===== src/rtl/sync_serial_port.sv =====
`timescale 1ns/1ps
module sync_serial_port #(
  parameter int DATA_W = 8,
  parameter int DIV_W  = 8
) (
  input  logic              clk,
  input  logic              rst_n,
  input  logic              ext_clk_mode,
  input  logic [DIV_W-1:0]  div_n,
  input  logic              tx_en,
  input  logic              rx_en,
  input  logic              cts_n,
  output logic              rts_n,
  input  logic              tx_wr,
  input  logic [DATA_W-1:0] tx_data,
  output logic              tx_empty,
  output logic              tx_idle,
  input  logic              rx_rd,
  output logic [DATA_W-1:0] rx_data,
  output logic              rx_full,
  output logic              tx_irq,
  input  logic              tx_irq_ack,
  output logic              rx_irq,
  input  logic              rx_irq_ack,
  output logic              sclk_out,
  input  logic              sclk_in,
  output logic              sdo,
  input  logic              sdi
);
  localparam int CNT_W = $clog2(DATA_W + 1);

  logic [DATA_W-1:0] tbuf, tsh, rsh, rbuf;
  logic              tbuf_full, busy, sclk_q, sdo_q, rts_q, full_q, tirq_q, rirq_q;
  logic [DIV_W-1:0]  hcnt;
  logic [CNT_W-1:0]  bits;
  logic [2:0]        ck_sync;
  logic [1:0]        dt_sync;

  wire run      = tx_en & ~cts_n;
  wire tick     = ~ext_clk_mode & busy & run & (hcnt == div_n);
  wire ext_fall = ext_clk_mode & busy & ck_sync[2] & ~ck_sync[1];
  wire ext_rise = ext_clk_mode & busy & ~ck_sync[2] & ck_sync[1];
  wire fall_ev  = ext_fall | (tick & sclk_q);
  wire rise_ev  = ext_rise | (tick & ~sclk_q);
  wire in_bit   = ext_clk_mode ? dt_sync[1] : sdi;
  wire last     = rise_ev & (bits == CNT_W'(DATA_W - 1));
  wire store    = last & rx_en;
  wire load     = ~busy & tbuf_full & tx_en & (ext_clk_mode | ~cts_n);
  wire wr_ok    = tx_wr & ~tbuf_full;
  wire [DATA_W-1:0] rsh_next = {in_bit, rsh[DATA_W-1:1]};

  always_ff @(posedge clk) begin
    if (!rst_n) begin
      ck_sync <= '1;
      dt_sync <= '1;
    end else begin
      ck_sync <= {ck_sync[1:0], sclk_in};
      dt_sync <= {dt_sync[0], sdi};
    end
  end

  always_ff @(posedge clk) begin
    if (!rst_n) begin
      tbuf      <= '0;
      tbuf_full <= 1'b0;
    end else if (wr_ok) begin
      tbuf      <= tx_data;
      tbuf_full <= 1'b1;
    end else if (load) begin
      tbuf_full <= 1'b0;
    end
  end

  always_ff @(posedge clk) begin
    if (!rst_n) begin
      busy   <= 1'b0;
      sclk_q <= 1'b1;
      hcnt   <= '0;
      bits   <= '0;
      tsh    <= '0;
      rsh    <= '0;
      sdo_q  <= 1'b1;
    end else begin
      if (load) begin
        busy <= 1'b1;
        tsh  <= tbuf;
        bits <= '0;
        hcnt <= '0;
      end else begin
        if (last) busy <= 1'b0;
        if (tick) begin
          hcnt   <= '0;
          sclk_q <= ~sclk_q;
        end else if (busy & run & ~ext_clk_mode) begin
          hcnt <= hcnt + 1'b1;
        end
        if (fall_ev) begin
          sdo_q <= tsh[0];
          tsh   <= tsh >> 1;
        end
        if (rise_ev) begin
          rsh  <= rsh_next;
          bits <= bits + 1'b1;
        end
      end
    end
  end

  always_ff @(posedge clk) begin
    if (!rst_n) begin
      rbuf   <= '0;
      full_q <= 1'b0;
    end else if (store) begin
      rbuf   <= rsh_next;
      full_q <= 1'b1;
    end else if (rx_rd) begin
      full_q <= 1'b0;
    end
  end

  always_ff @(posedge clk) begin
    if (!rst_n)                                    rts_q <= 1'b1;
    else if (!ext_clk_mode)                        rts_q <= 1'b1;
    else if (rise_ev && bits == '0)                rts_q <= 1'b1;
    else if (load && rx_en && !full_q)             rts_q <= 1'b0;
    else if (rx_rd && full_q && !store)            rts_q <= 1'b0;
  end

  always_ff @(posedge clk) begin
    if (!rst_n) begin
      tirq_q <= 1'b0;
      rirq_q <= 1'b0;
    end else begin
      if (load)            tirq_q <= 1'b1;
      else if (tx_irq_ack) tirq_q <= 1'b0;
      if (store)           rirq_q <= 1'b1;
      else if (rx_irq_ack) rirq_q <= 1'b0;
    end
  end

  assign sclk_out = ext_clk_mode ? 1'b1 : sclk_q;
  assign sdo      = sdo_q;
  assign rts_n    = rts_q;
  assign tx_empty = ~tbuf_full;
  assign tx_idle  = ~tbuf_full & ~busy;
  assign rx_data  = rbuf;
  assign rx_full  = full_q;
  assign tx_irq   = tirq_q;
  assign rx_irq   = rirq_q;
endmodule


===== config.mk =====
export PLATFORM = sky130hd
export DESIGN_NAME = sync_serial_port
export DESIGN_NICKNAME = d
export VERILOG_FILES = /design/src/rtl/sync_serial_port.sv
export SDC_FILE = /design/constraint.sdc
export NUM_CORES = 1
export LEC_CHECK = 0
export ABC_AREA = 1
export ABC_CLOCK_PERIOD_IN_PS = 1500
export BUFFER_PORTS_ARGS = -buffer_cell sky130_fd_sc_hd__buf_2
export CORE_MARGIN = 1
export CORE_UTILIZATION = 50
export DETAILED_ROUTE_END_ITERATION = 12
export GPL_TIMING_DRIVEN = 0
export HOLD_SLACK_MARGIN = 0.06
export PLACE_DENSITY = 0.86
export SLEW_MARGIN = 20
export SYNTH_ARGS = -nofsm -noshare
export SYNTH_HDL_FRONTEND = slang
export SYNTH_SLANG_ARGS = --single-unit

===== constraint.sdc =====
create_clock -name clk -period 1.5 [get_ports clk]
set_clock_uncertainty 0.05 [all_clocks]
set_input_delay 0 -clock clk [delete_from_list [all_inputs] [get_ports clk]]
set_output_delay 0 -clock clk [all_outputs]
set_load 0.01 [all_outputs]

==> qor.yml, run 1 <==
yosys:
  muxShareOfSynthArea_pct: 0.393
  synth_adder_area_share_pct: 1.47
  postSynthCellCount: 352
  synth-compound-area-share_pct: 9.47
  syn_nets: 383
  synth-xor-area-share_pct: 3.09
  ys_ff_latch: 56
  synth.avg_cell_area_um2: 7.24
  synth_area_um2: 2550
  yosysSeqAreaShare_pct: 44.0
  synth_simple_gate_area_share_pct: 30.4
  yosysWarnings: 0
  synth_top_family_by_area: "simple AND/OR/NAND/NOR gates"
  synth.distinct_cells: 30
floorplanning:
  dieHeight_um: 73.4
  num_io_pins: 44
  die-area_um2: 5390
  core_um2: 4820
  initial_core_util_pct: 52.9
  std_cell_rows: 25
  fp.dieW_um: 73.4
clocking:
  clk_latency_ps: 330
  clockBufferDepth: 2
  cts_tree: "built"
  clockRootBuffer: "clkbuf_8"
  clock_sinks: 56
  clkTransAtPathRegs_ps: 110
  numCtsBuffers: 5
  h-tree-depth: 2
pwr:
  vdd_drop_max_mv: 0.674
  leakage_uw: 0.00157
  powerDensity_nw_per_um2: 754
critical_path:
  crit_required_ps: 1650
  worstSetupEndpointType: "flip-flop"
  reg2reg_slack_ps: -190
  arrival_ps: 1840
  cp-start-kind: "flip-flop"
  path_max_fanout: 5
  crit_type: "flip-flop to flip-flop"
placed_design:
  place.gp.congestion: 0.835
  dpl.cell_count: 460
  port_buffers: 41
  hpwl_um: 3920
  dpl-instance-area_um2: 2840
route:
  antenna_left: 0
  wl_per_cell_um: 14.3
  routed-via-count: 2624
  drtIter0Drc: 236
  dr.pass1.iters: 4
  routed_via_density: 5.17
  drt-total-wl_um: 7250
  drc: 0
timing:
  rsz0062_at_grt: "yes"
  fmax_ghz: 0.591
  relSlewSlack_pct: 63.4
  period_share_pct: 113
  min_period_ps: 1690
  final_hold_viol_count: 0
  setup_viol: 40
  worst_pin_slew_ps: 549
  setup_ws_ps: -191
  slew_viol_final: 0
run_status:
  violations: "setup timing"
  status: "finished with violations"
grt:
  grt_max_degree: 18
  grt_util_all_layers_pct: 24.6
  antenna_found_initial: 0
  globalRouteOverflowTotal: 0
  grt_pass1_vias: 2413
  grt_pass1_wl_um: 10200
layout:
  final_area_um2: 3530
  most-common-layout-cells: "nand2_1 (76), inv_1 (50), dfxtp_1 (48), buf_2 (41), nor2_1 (36)"
  flow.area_growth_from_synthesis_pct: 38.7
  final_common_cell: "nand2_1"
  antenna_cells: 0
  layout-drive-gt1-share_pct: 31.5
  nets: 471
  fin_cells: 508
worst_hold_path:
  hold_path_class: "primary input to flip-flop"
run:
  max_cap_viol_count: 0
-- synthesized netlist by cell type, drive strengths merged --
cell / count / area, µm²
a21oi: 26 / 130
nand2: 87 / 342
dfxtp: 56 / 1120
nor3b: 3 / 22.5
or2: 5 / 31.3
ha: 3 / 37.5
o21ai: 19 / 98.8
nor2: 42 / 173
nor3: 2 / 10.0
nor4: 1 / 6.26
xnor2: 6 / 52.6
nand4: 16 / 100
clkbuf: 5 / 18.8
inv: 56 / 210
clkinv: 1 / 3.75
buf: 5 / 52.6
a31oi: 2 / 12.5
xor2: 3 / 26.3
mux2i: 1 / 10.0
nand3: 13 / 90.1
-- area by class of cell --
class                           count  area [µm²]
Multi-Input combinational cell    229        1330
Fill cell                         343        1280
Sequential cell                    56        1140
Timing Repair Buffer               81         594
Inverter                           57         219
Tap cell                           67        83.8
Buffer                             10        78.8
Clock buffer                        6        72.6
Clock inverter                      2        16.3
-- layer usage --
| layer | vias up | share of wire (%) | track usage, % |
|---|---|---|---|
| met2 | 100 | 52 | 46.3 |
| met1 | 1215 | 40 | 26.5 |
| met4 | 0 | 2.3 | 10.5 |
| li1 | 1284 | - | - |
| met3 | 25 | 4.9 | 4.80 |
| met5 | - | 0 | 0 |
-- final timing paths --
kind | end | cells past startpoint | start
min | rx_data[0]$_SDFFE_PN0P_ | 4 | rx_en
max reg2reg | busy$_SDFFE_PN0P_ | 11 | hcnt[3]$_SDFFE_PP0P_
min reg2reg | ck_sync[2]$_SDFF_PN1_ | 2 | ck_sync[1]$_SDFF_PN1_
max | busy$_SDFFE_PN0P_ | 11 | hcnt[3]$_SDFFE_PP0P_
-- state kept, by name, indices dropped and copies added (netlist names) --
| signal | count |
|---|---|
| ck_sync | 3 |
| rsh | 7 |
| dt_sync | 2 |
| sclk_q | 1 |
| rx_irq | 1 |
| tx_irq | 1 |
| rx_data | 8 |
| tbuf | 8 |
| tsh | 8 |
| tbuf_full | 1 |
| rx_full | 1 |
| bits | 4 |
| hcnt | 8 |
| sdo | 1 |
| busy | 1 |
| rts_n | 1 |
-- per-stage QoR --
step	setup WS [ps]	power (µW)	util (%)	hold WS (ps)	TNS, ps
floorplan	7.71	1680	-	56.6	0
global placement	-210	1750	58.9	146	-5940
detailed placement	-265	1760	58.9	149	-7490
CTS	-37.4	2620	68.9	133	-304
global route	-284	2750	73.4	202	-7620
finish	-191	2660	73.4	174	-4610
-- cell families after synthesis --
family	after synthesis
buf+inv	67
xor+xnor	9
mux	1
simple gates	169
fa+ha+maj	3
flops	56
compound gates	47
-- critical path: stages (launching register included) --
cell     delay [ps]
dfxtp_2         360
inv_1            90
nand2_1         100
nand4_1         160
nor2_4          170
nand3_4         100
nand2_4         120
buf_8           140
buf_6           110
nand2_4          40
nand2_4          80
a21oi_2          60
-- timing repair --
action                     in CTS  in global routing
buffers inserted               12                  9
setup endpoints to repair      41                 43
cloned                          1                  0
pin swaps                       2                 20
gates resized for setup        35                 41
hold endpoints to repair       22                  0
hold buffers                   18                  0
-- where the power goes --
group	internal, µW	total [µW]	switching (µW)
clock network	334	848	514
logic	126	283	157
registers	1520	1530	17.2
(Power assumes the default switching activity.)
==> inputs of run 2 (changes only) <==
--- a/config.mk
+++ b/config.mk
@@ -14,6 +14,7 @@
 export GPL_TIMING_DRIVEN = 0
 export HOLD_SLACK_MARGIN = 0.06
 export PLACE_DENSITY = 0.86
+export REMOVE_ABC_BUFFERS = 1
 export SLEW_MARGIN = 20
 export SYNTH_ARGS = -nofsm -noshare
 export SYNTH_HDL_FRONTEND = slang
==> run 2 against run 1 <==
  * The run still ends with setup timing left
  * Sequential power is essentially flat
  * Combinational power grew 6%
  * Clock power grew 24%
  * Critical path type unchanged
  * Critical endpoint is now bits[0]$_SDFFE_PP0P_
  * Largest cell class unchanged
==> qor.yml, run 2 (synthesis results as in run 1) <==
critical_path:
  cp-start-kind: "flip-flop"
  slowest_delay_ps: 370  # about the same
  worstPathCellList: "inv_2 -> nand2_1 -> nand4_1 -> nor2_4 -> nand3_4 -> buf_12 -> nand2_4 -> nand2_2 -> a21oi_1"
  worstSetupEndpointType: "flip-flop"
  path_max_fanout: 7  # +2
  crit_type: "flip-flop to flip-flop"
  cpMaxStageDelayCell: "dfxtp_2"
  reg2reg_depth: 9  # -2
  arrival_ps: 1950  # +110 ps
  reg2reg_from: "hcnt[3]$_SDFFE_PP0P_"
  reg2reg_to: "bits[0]$_SDFFE_PP0P_"
  reg2reg_slack_ps: -270  # -80 ps
  crit_required_ps: 1680  # +30 ps
placed_design:
  place.gp.congestion: 0.794  # -4.9%
  port_buffers: 43  # +4.9%
  hpwl_um: 3580  # -8.6%
layout:
  antenna_cells: 0  # unchanged
  final_common_cell: "nand2_1"
  flow.area_growth_from_synthesis_pct: 43.2
  final_core_utilization_pct: 75.8  # +2.4 points
  most-common-layout-cells: "nand2_1 (68), inv_1 (49), dfxtp_1 (48), buf_2 (43), nor2_1 (34)"
  layout-drive-gt1-share_pct: 35.0  # +3.5 points
  nets: 470  # -0.21%
floorplanning:
  std_cell_rows: 25  # unchanged
  core_um2: 4820  # unchanged
  num_io_pins: 44  # unchanged
  initial_core_util_pct: 52.9  # unchanged
  fp.dieW_um: 73.4  # unchanged
  die-area_um2: 5390  # unchanged
  dieHeight_um: 73.4  # unchanged
grt:
  met1_usage_pct: 28.4  # +1.8 points
  grtUsageMet2_pct: 45.7  # -0.62 points
  grt_util_all_layers_pct: 25.5  # +0.90 points
  grt-busiest-layer: "met2"
  globalRouteOverflowTotal: 0  # unchanged
  antenna_found_initial: 0  # unchanged
  grt_pass1_vias: 2463  # +2.1%
  grtUsageMet3_pct: 5.62  # +0.82 points
  grt_max_degree: 21  # +3
  grt_pass1_wl_um: 10500  # +3.5%
pwr:
  power_frac_clock_pct: 36.4  # +4.6 points
  leakage_uw: 0.00162  # +3.5%
  vdd_drop_max_mv: 0.639  # -5.1%
  pwr-share-comb_pct: 10.4  # -0.2 points
  p_int_uw: 2190  # +11%
  power_uw: 2880  # +8.0%
  swShare_pct: 23.8  # -2.0 points
  p_sw_uw: 686  # -0.42%
  p_seq_share_pct: 53.2  # -4.3 points
  powerDensity_nw_per_um2: 788  # +4.5%
run_status:
  violations: "setup timing"
  status: "finished with violations"
clocking:
  cts_tree: "built"
  h-tree-depth: 2  # unchanged
  clock_sinks: 56  # unchanged
  numCtsBuffers: 5  # unchanged
  clockRootBuffer: "clkbuf_8"
  hold_buffers: 19  # +1
  clk_latency_ps: 320  # about the same
  clockBufferDepth: 2  # unchanged
  clkTransAtPathRegs_ps: 100  # about the same
timing:
  finalSetupTns_ps: -4200  # +412 ps
  slew_viol_final: 0  # unchanged
  min_period_ps: 1770  # +82.4 ps
  worst_pin_slew_ps: 749  # +200 ps
  period_share_pct: 118  # +5.5 points
  rsz0062_at_grt: "yes"
  fmax_ghz: 0.564  # -4.6%
  relSlewSlack_pct: 50.0  # -13 points
  final_hold_viol_count: 0  # unchanged
  setup_ws_ps: -274  # -82.4 ps
  setup_viol: 35  # -13%
route:
  drt-total-wl_um: 8090  # +12%
  drc: 0  # unchanged
  routed_via_density: 5.37  # +4.0%
  dr.pass1.iters: 5  # +1
  drtIter0Drc: 248  # +5.1%
  wl_per_cell_um: 15.9  # +12%
  routed-via-count: 2723  # +3.8%
  antenna_left: 0  # unchanged
worst_hold_path:
  holdPathEnd: "rsh[3]$_SDFFE_PN0P_"
  hold_path_depth: 3  # -1
  hold_path_class: "primary input to flip-flop"
  hold_start: "rst_n"
run:
  max_cap_viol_count: 0  # unchanged
==> run 2: changes by cell type in the layout (fill, tap and decap cells not counted), sizes merged, moves of 2 or more <==
cell    previous run  this run
clkbuf            11         6
nand2             87        90
buf               68        66
clkinv             1         3
==> run 2: through the flow <==
| step | area, µm² | hold WS, ps | instances | setup WS (ps) |
|---|---|---|---|---|
| global placement | 2780 | 141 | 452 | -430 |
| global route | 3650 | 40.4 | 507 | -310 |
| detailed placement | 2780 | 154 | 452 | -492 |
| finish | 3650 | 27.2 | 507 | -274 |
| floorplan | 2480 | 18.9 | 342 | -133 |
| CTS | 3300 | 33.8 | 492 | -70.9 |
==> run 2: power groups by stage <==
| stage | Clock (µW) | Sequential (µW) | Combinational [µW] |
|---|---|---|---|
| 2_1_floorplan | 0 | 1560 | 104 |
| 3_3_place_gp | 0 | 1570 | 184 |
| 3_5_place_dp | 0 | 1570 | 188 |
| 4_1_cts | 1050 | 1530 | 255 |
| 5_1_grt | 1110 | 1530 | 325 |
| 6_report | 1050 | 1530 | 300 |
==> run 2: how the worst max path moves through the flow <==
stage,endpoint,cells after the start,from
after floorplan,rx_data[0]$_SDFFE_PN0P_,10,busy$_SDFFE_PN0P_
after global placement,rx_data[6]$_SDFFE_PN0P_,10,busy$_SDFFE_PN0P_
after detailed placement,rx_data[3]$_SDFFE_PN0P_,10,busy$_SDFFE_PN0P_
after CTS,rx_data[3]$_SDFFE_PN0P_,10,busy$_SDFFE_PN0P_
after global routing,bits[0]$_SDFFE_PP0P_,9,hcnt[3]$_SDFFE_PP0P_
final,bits[0]$_SDFFE_PP0P_,9,hcnt[3]$_SDFFE_PP0P_
==> run 2: area by class of cell <==
| type | instances | area, µm² |
|---|---|---|
| Clock buffer | 6 | 82.6 |
| Multi-Input combinational cell | 233 | 1460 |
| Inverter | 57 | 221 |
| Timing Repair Buffer | 85 | 618 |
| Sequential cell | 56 | 1140 |
| Timing Repair inverter | 1 | 5.00 |
| Fill cell | 325 | 1170 |
| Clock inverter | 2 | 38.8 |
| Tap cell | 67 | 83.8 |
==> run 2: routing by layer <==
metal | part of all wire [%] | routed length (µm)
met3 | 5.8 | 467
met2 | 51 | 4110
met1 | 39 | 3170
met4 | 4.2 | 338
met5 | 0 | 0
==> run 2: repair_timing <==
action	CTS	global route
hold endpoints to repair	19	2
gates resized for setup	27	63
gates cloned	3	2
pin swaps	19	29
endpoints found under the setup margin	41	49
buffers inserted	10	13
==> run 2: worst max-delay path, delay by kind of cell, from the launching register on <==
kind                   cells  cell delay [ps]
flip-flops                 1              370
buffers and inverters      2              250
AND/OR/NAND/NOR            6              790
AO/OA/AOI/OAI              1              230
